## src/rtl/ncube_rst_sync.sv

```systemverilog
module ncube_rst_sync (
  input  logic clk,
  input  logic rst_n,
  output logic rst_sync_n
);
  logic stage1_q;
  logic stage2_q;

  always_ff @(posedge clk or negedge rst_n) begin
    if (!rst_n) begin
      stage1_q <= 1'b0;
      stage2_q <= 1'b0;
    end else begin
      stage1_q <= 1'b1;
      stage2_q <= stage1_q;
    end
  end

  assign rst_sync_n = stage2_q;
endmodule

```

## src/rtl/ncube_fwd_scan.sv

```systemverilog
module ncube_fwd_scan #(
  parameter int unsigned DIM = 6,
  parameter int unsigned PW  = 3
) (
  input  logic [PW-1:0]  src,
  input  logic [DIM-1:0] tag,
  output logic [PW-1:0]  sink
);
  logic [DIM-1:0] hit;

  // A tag bit may stop the upward walk only at or above the start index.
  for (genvar j = 0; j < DIM; j++) begin : g_elig
    assign hit[j] = tag[j] && (PW'(j) >= src);
  end

  // Lowest eligible one wins; none falls through to the memory port.
  always_comb begin
    sink = PW'(DIM + 1);
    for (int j = DIM - 1; j >= 0; j--) begin
      if (hit[j]) sink = PW'(j + 1);
    end
  end
endmodule

```

## src/rtl/ncube_bwd_scan.sv

```systemverilog
module ncube_bwd_scan #(
  parameter int unsigned DIM = 6,
  parameter int unsigned PW  = 3
) (
  input  logic [PW-1:0]  src,
  input  logic [DIM-1:0] tag,
  output logic [PW-1:0]  sink
);
  logic [DIM-1:0] hit;

  // A tag bit may stop the downward walk only at or below index src-2.
  for (genvar j = 0; j < DIM; j++) begin : g_elig
    assign hit[j] = tag[j] && (PW'(j + 2) <= src);
  end

  // Highest eligible one wins; none falls through to the processor port.
  always_comb begin
    sink = '0;
    for (int j = 0; j < DIM; j++) begin
      if (hit[j]) sink = PW'(j + 1);
    end
  end
endmodule

```

## src/rtl/ncube_sink_dec.sv

```systemverilog
module ncube_sink_dec #(
  parameter int unsigned DIM = 6,
  localparam int unsigned PW = $clog2(DIM + 2)
) (
  input  logic           clk,
  input  logic           rst_n,
  input  logic           in_valid,
  input  logic           in_fwd,
  input  logic [PW-1:0]  in_src,
  input  logic [DIM-1:0] in_tag,
  input  logic           in_write,
  output logic           out_valid,
  output logic [PW-1:0]  out_sink,
  output logic           out_two_word
);
  localparam logic [PW-1:0] TOP_PORT = PW'(DIM + 1);

  logic          rst_int_n;
  logic [PW-1:0] fwd_sink;
  logic [PW-1:0] bwd_sink;
  logic          legal;
  logic          load_en;
  logic          valid_d, valid_q;
  logic [PW-1:0] sink_d,  sink_q;
  logic          len_d,   len_q;

  ncube_rst_sync u_rst (
    .clk        (clk),
    .rst_n      (rst_n),
    .rst_sync_n (rst_int_n)
  );

  ncube_fwd_scan #(.DIM(DIM), .PW(PW)) u_fwd (
    .src  (in_src),
    .tag  (in_tag),
    .sink (fwd_sink)
  );

  ncube_bwd_scan #(.DIM(DIM), .PW(PW)) u_bwd (
    .src  (in_src),
    .tag  (in_tag),
    .sink (bwd_sink)
  );

  // Next-state logic
  always_comb begin
    legal   = in_fwd ? (in_src != TOP_PORT) : (in_src != '0);
    load_en = in_valid && legal;
    valid_d = load_en;
    sink_d  = in_fwd ? fwd_sink : bwd_sink;
    len_d   = in_write;
  end

  // Output register
  always_ff @(posedge clk or negedge rst_int_n) begin
    if (!rst_int_n) begin
      valid_q <= 1'b0;
      sink_q  <= '0;
      len_q   <= 1'b0;
    end else begin
      valid_q <= valid_d;
      if (load_en) begin
        sink_q <= sink_d;
        len_q  <= len_d;
      end
    end
  end

  assign out_valid    = valid_q;
  assign out_sink     = sink_q;
  assign out_two_word = len_q;
endmodule

```

## config.mk

```make
export PLATFORM = sky130hd
export DESIGN_NAME = ncube_sink_dec
export DESIGN_NICKNAME = d
export VERILOG_FILES = /design/src/rtl/ncube_rst_sync.sv /design/src/rtl/ncube_fwd_scan.sv /design/src/rtl/ncube_bwd_scan.sv /design/src/rtl/ncube_sink_dec.sv
export SDC_FILE = /design/constraint.sdc
export NUM_CORES = 1
export LEC_CHECK = 0
export ABC_AREA = 1
export BUFFER_PORTS_ARGS = -buffer_cell sky130_fd_sc_hd__buf_2
export CAP_MARGIN = 30
export CORE_AREA = 2 2 39 41
export CTS_BUF_LIST = sky130_fd_sc_hd__clkbuf_2
export DETAILED_ROUTE_END_ITERATION = 7
export DIE_AREA = 0 0 41 43
export PLACE_DENSITY_LB_ADDON = 0.2
export SLEW_MARGIN = 20
export SYNTH_ARGS = -nofsm -noshare
export SYNTH_HDL_FRONTEND = slang
export SYNTH_HIERARCHICAL = 1
export SYNTH_SLANG_ARGS = --single-unit
```

## constraint.sdc

```tcl
create_clock -name clk -period 0.8 [get_ports clk]
set_input_delay 0.12 -clock clk [delete_from_list [all_inputs] [get_ports clk]]
set_output_delay 0.12 -clock clk [all_outputs]
set_load 0.02 [all_outputs]
```

* Word level (Yosys, flattened, before mapping)
Index checks and enable logic that the tools add are counted.
W data, S select, Z words.
** Word-level totals
- Register bits :: 7
- Output and inout port bits :: 5
- Logic and storage cells :: 46
- Input port bits :: 14
** Operators by class
- Eq/ne operators :: 1
- Reduce and logical (&&, ||, !) cells :: 14
- $lt $le $gt $ge :: 12
- Multiplexer cells :: 14
** Operator list (number)
- $mux W3 :: 7
- $logic_and A1 B1 Y1 :: 13
- $le A3 B3 Y1 const A :: 4
- $mux W2 :: 4
- $ge A1 B3 Y1 const A :: 2
- $ge A2 B3 Y1 const A :: 2
- $ge A3 B3 Y1 const A :: 2
- $le A2 B3 Y1 const A :: 2
- $mux W1 :: 3
- $ne A3 B3 Y1 const B :: 1
- $reduce_bool A3 Y1 :: 1

* Depth between registers and ports, before layout
- Depth after elaboration :: 9
- Gate-level depth with buffers :: 11
- Depth with buffers taken out :: 11

* Modules after synthesis
The synthesis kept the hierarchy.
** Modules (own cells, without submodules)
- ncube_sink_dec :: seq. area each 125.1 µm², area each 286.5 µm², times used 1, cells each 40
- ncube_fwd_scan :: seq. area each 0.0 µm², area each 101.3 µm², times used 1, cells each 22
- ncube_bwd_scan :: seq. area each 0.0 µm², area each 96.3 µm², times used 1, cells each 21
- ncube_rst_sync :: seq. area each 50.0 µm², area each 53.8 µm², times used 1, cells each 3

* Worst setup path after synthesis
No wires, ideal clock.
- Path kind :: input to register
- Start point :: input in_src[0]
- End point :: register sink_q[0], in the netlist out_sink[0]
- Buffers on the path :: 0
- Required time :: 0.735 ns
- Data arrival time :: 0.837 ns
- Cell stages on the path :: 7
- Setup slack :: -0.102 ns
- Library setup time :: 0.065 ns
- Path through :: o211ai_1 nand2_1 a21oi_2 inv_1 o21ai_0 nand3_1 nand2_1
** Between the ends
- Longest elaborated chain between the ends :: 9
- Elaborated cells on any way between the ends :: 41
- Classes of those cells :: 12 x order compare; 1 x eq/ne; 14 x mux; 14 x reduce/logical
** Ends and longest elaborated chain
- from (decl) :: RTL line ncube_sink_dec.sv:9 : input logic [PW-1:0] in_src,
- $le A2 B3 Y1 :: RTL line ncube_bwd_scan.sv:13 : assign hit[j] = tag[j] && (PW'(j + 2) <= src);
- $logic_and A1 B1 Y1 :: RTL line ncube_bwd_scan.sv:13
- $mux W1 :: RTL line ncube_bwd_scan.sv:20 : if (hit[j]) sink = PW'(j + 1);
- $mux W2 (2 in series) :: RTL line ncube_bwd_scan.sv:20
- $mux W3 (2 in series) :: RTL line ncube_bwd_scan.sv:20
- $mux W3 (*) :: RTL line ncube_bwd_scan.sv:20
- via bwd_sink[0] :: RTL line ncube_sink_dec.sv:20 : logic [PW-1:0] bwd_sink;
- $mux W3 (*) :: RTL line ncube_sink_dec.sv:50 : sink_d = in_fwd ? fwd_sink : bwd_sink;
- to (signal assigned) :: RTL line ncube_sink_dec.sv:63 : sink_q <= sink_d;
- to (decl) :: RTL line ncube_sink_dec.sv:24 : logic [PW-1:0] sink_d, sink_q;
The timed path passes the listed nets; every way through them passes the cells marked *.
A chain may end at the register's enable or synchronous reset.

* Final worst setup path
- Start point :: register sink_q[1], in the netlist out_sink[1]
- End point :: output out_sink[1]
** RTL lines
- to (decl) :: RTL line ncube_sink_dec.sv:13 : output logic [PW-1:0] out_sink,
No word-level cell between the ends.

==> flow_metrics.tcl <==
set metrics [dict create \
    layout_commonest_cell "nand2_1" \
    outcome "complete, but fails checks" \
    r2r_cells 2 \
    cts-root-buf "clkbuf_2" \
    vias_per_cell 4.86 \
    clk_path_buf_depth 2 \
    worstReg2RegStart "out_sink[0]" \
    synth_warnings 6 \
    num_io_pins 19 \
    syn_nets 100 \
    p_leak_nw 0.517 \
    yosysTopAreaCell "dfrtp_1" \
    cp.arrival_ns 0.76 \
    ys_seq_area_share_pct 32.6 \
    wl_um 1400 \
    synth_seq_cells 7 \
    intPower_mw 0.756 \
    antenna_left 0 \
    n_antenna_cell 0 \
    finalCritPeriodShare_pct 110 \
    drt_iter0_drc 11 \
    finalMaxSlewViolations 0 \
    cp_slowest_cell "dfrtp_1" \
    grt_use_met1_pct 20.7 \
    mostFrequentLayoutCells "nand2_1 (32), inv_1 (10), buf_2 (10)" \
    insertion_delay_ns 0.23 \
    cp.required_ns 0.68 \
    clkSlewWorstSetupHoldPaths_ns 0.07 \
    cts_tree "yes" \
    synth_top_area_share_pct 32.6 \
    grt_busiest_layer "met2" \
    via_count 651 \
    cp_slowest_stage_delay_ns 0.39 \
    r2r-end "out_sink[0]" \
    overflow 0 \
    antenna_found_initial 0 \
    rsz0062_at_grt "yes" \
    ir_drop_v 0.000985 \
    wl_per_cell_um 10.4 \
    critical_path.max_fanout 2 \
    swShare_pct 33.1 \
    dpl_worst_slack_ns -0.382 \
    syn_avg_cell_area_sq_um 6.26 \
    worst_slack_ns -0.0806 \
    hold_viol 0 \
    crit_type "register to primary output" \
    fmax_ghz 1.14 \
    rrSetupSlack_ns 0.16 \
    yosys-top-cells-area "dfrtp_1 (33%), nand2_1 (23%), inv_1 (7.7%)" \
    port-buffer-count 18 \
    start_util_pct 38.9 \
    power_switching_mw 0.374 \
    maxCapViolations 0 \
    htree_levels 1 \
    path_cells "buf_6" \
    grt_max_degree 12 \
    gr-usage-met2_pct 28.7 \
    finalSetupViolCount 8 \
    crit_family "flip-flops" \
    dieArea_sq_um 1760 \
    powerDensity_nw_per_um2 1280 \
    firstDrtPassIters 4 \
    clkPwrFrac_pct 22.9 \
    fp.dieH_um 43 \
    grt_pass1_wl_um 2130 \
    clkSinkCount 7 \
    min_period_ns 0.881 \
    fp-row-count 14 \
    critPathBufInv 1 \
    hold_path.class "register to asynchronous set/reset pin" \
    seqPwrFrac_pct 37.1 \
    synthesis.area_sq_um 538 \
    setup_tns_ns -0.460 \
    grt_use_met3_pct 9.42 \
    dp_hpwl_um 986 \
    netlist_instances 86 \
    path_depth 1 \
    drive_gt1_share_pct 39.8 \
    final.setup_skew_ns 0.00789 \
    grt_util_all_layers_pct 18.1 \
    first_global_vias 554 \
    gp_congestion 0.796 \
    drc_errors 0 \
    violations "negative setup slack" \
    nFillCells 121 \
    die-width_um 41 \
    syn_to_final_growth_pct 64.7 \
    endpoint_kind "primary output" \
    cts_buffers 3 \
    fp.coreArea_sq_um 1380 \
    fin_nets 133 \
    combPwrFrac_pct 40.0 \
    startpoint_type "register" \
    synth_cell_type_count 18 \
]
## area by class of cell
type | instances | area, sq um | share of cell area, %
Tap cell | 16 | 20.0 | 2.26
Inverter | 13 | 61.3 | 6.92
Multi-Input combinational cell | 65 | 328 | 37.0
Clock buffer | 4 | 20.0 | 2.26
Timing Repair Buffer | 29 | 282 | 31.8
Sequential cell | 7 | 175 | 19.8
## through the flow
step           cells  power, mW  utilization (%)  hold WS, ns  area, sq um
6_report         134       1.13             64.0       0.0668          886
5_1_grt          134       1.23             64.0       0.0935          886
4_1_cts          130       1.08             55.2       0.0798          764
3_5_place_dp     123      0.743             48.2      -0.0919          667
3_3_place_gp     123      0.734             48.2      -0.0942          667
2_1_floorplan     86      0.612                -       -0.176          538
## power by group through the flow
stage | logic, mW | clock network, mW | registers, mW
6_report | 0.452 | 0.258 | 0.419
5_1_grt | 0.495 | 0.306 | 0.425
4_1_cts | 0.388 | 0.276 | 0.419
3_5_place_dp | 0.326 | 0 | 0.418
3_3_place_gp | 0.317 | 0 | 0.417
2_1_floorplan | 0.152 | 0 | 0.459
## cells by family (layout without fill, tap and decap cells)
kind of cell	Yosys count	after routing	share of synthesized area (%)
simple gates	53	53	43.7
flops	7	7	32.6
compound gates	11	11	11.9
buf+inv	14	46	11.2
other cells	1	1	0.697
## sequential cells by signal, summed over array words and instances (netlist names)
signal,cells
out_sink,3
out_two_word,1
out_valid,1
u_rst/rst_sync_n,1
u_rst/stage1_q,1
## worst max-delay path by stage
stage | to | slack, ns | from
floorplan | out_sink[0] | -0.07 | in_src[1]
global placement | out_sink[0] | -0.33 | in_src[1]
detailed placement | out_sink[0] | -0.38 | in_src[1]
CTS | out_sink[1] | -0.10 | out_sink[1]
global route | out_sink[2] | -0.15 | out_sink[2]
finish | out_sink[1] | -0.08 | out_sink[1]
## synth_stat cells
master / number
dfrtp_1: 7
conb_1: 1
a21oi_1: 1
nand2_1: 33
o211ai_1: 1
nand2_2: 2
nor2_2: 3
o21ai_1: 4
nand3_1: 7
buf_6: 1
nand4_1: 1
inv_2: 2
a21boi_0: 1
a21oi_2: 1
o21ai_0: 3
inv_1: 11
nand3_2: 2
nor2_1: 5
## routing by layer
layer	wire (um)	part of all wire (%)
met4	0	0
met3	72	5.2
met5	0	0
met2	700	50
met1	625	45
## repair_timing
item,4_1_cts,5_1_grt
setup buffers,2,2
endpoints found under the setup margin,8,8
hold buffers,1,0
hold endpoints to repair,2,0
gates resized for setup,17,17
pin swaps,8,10
cloned,0,2
No activity file was read; power rests on OpenSTA's default activity.
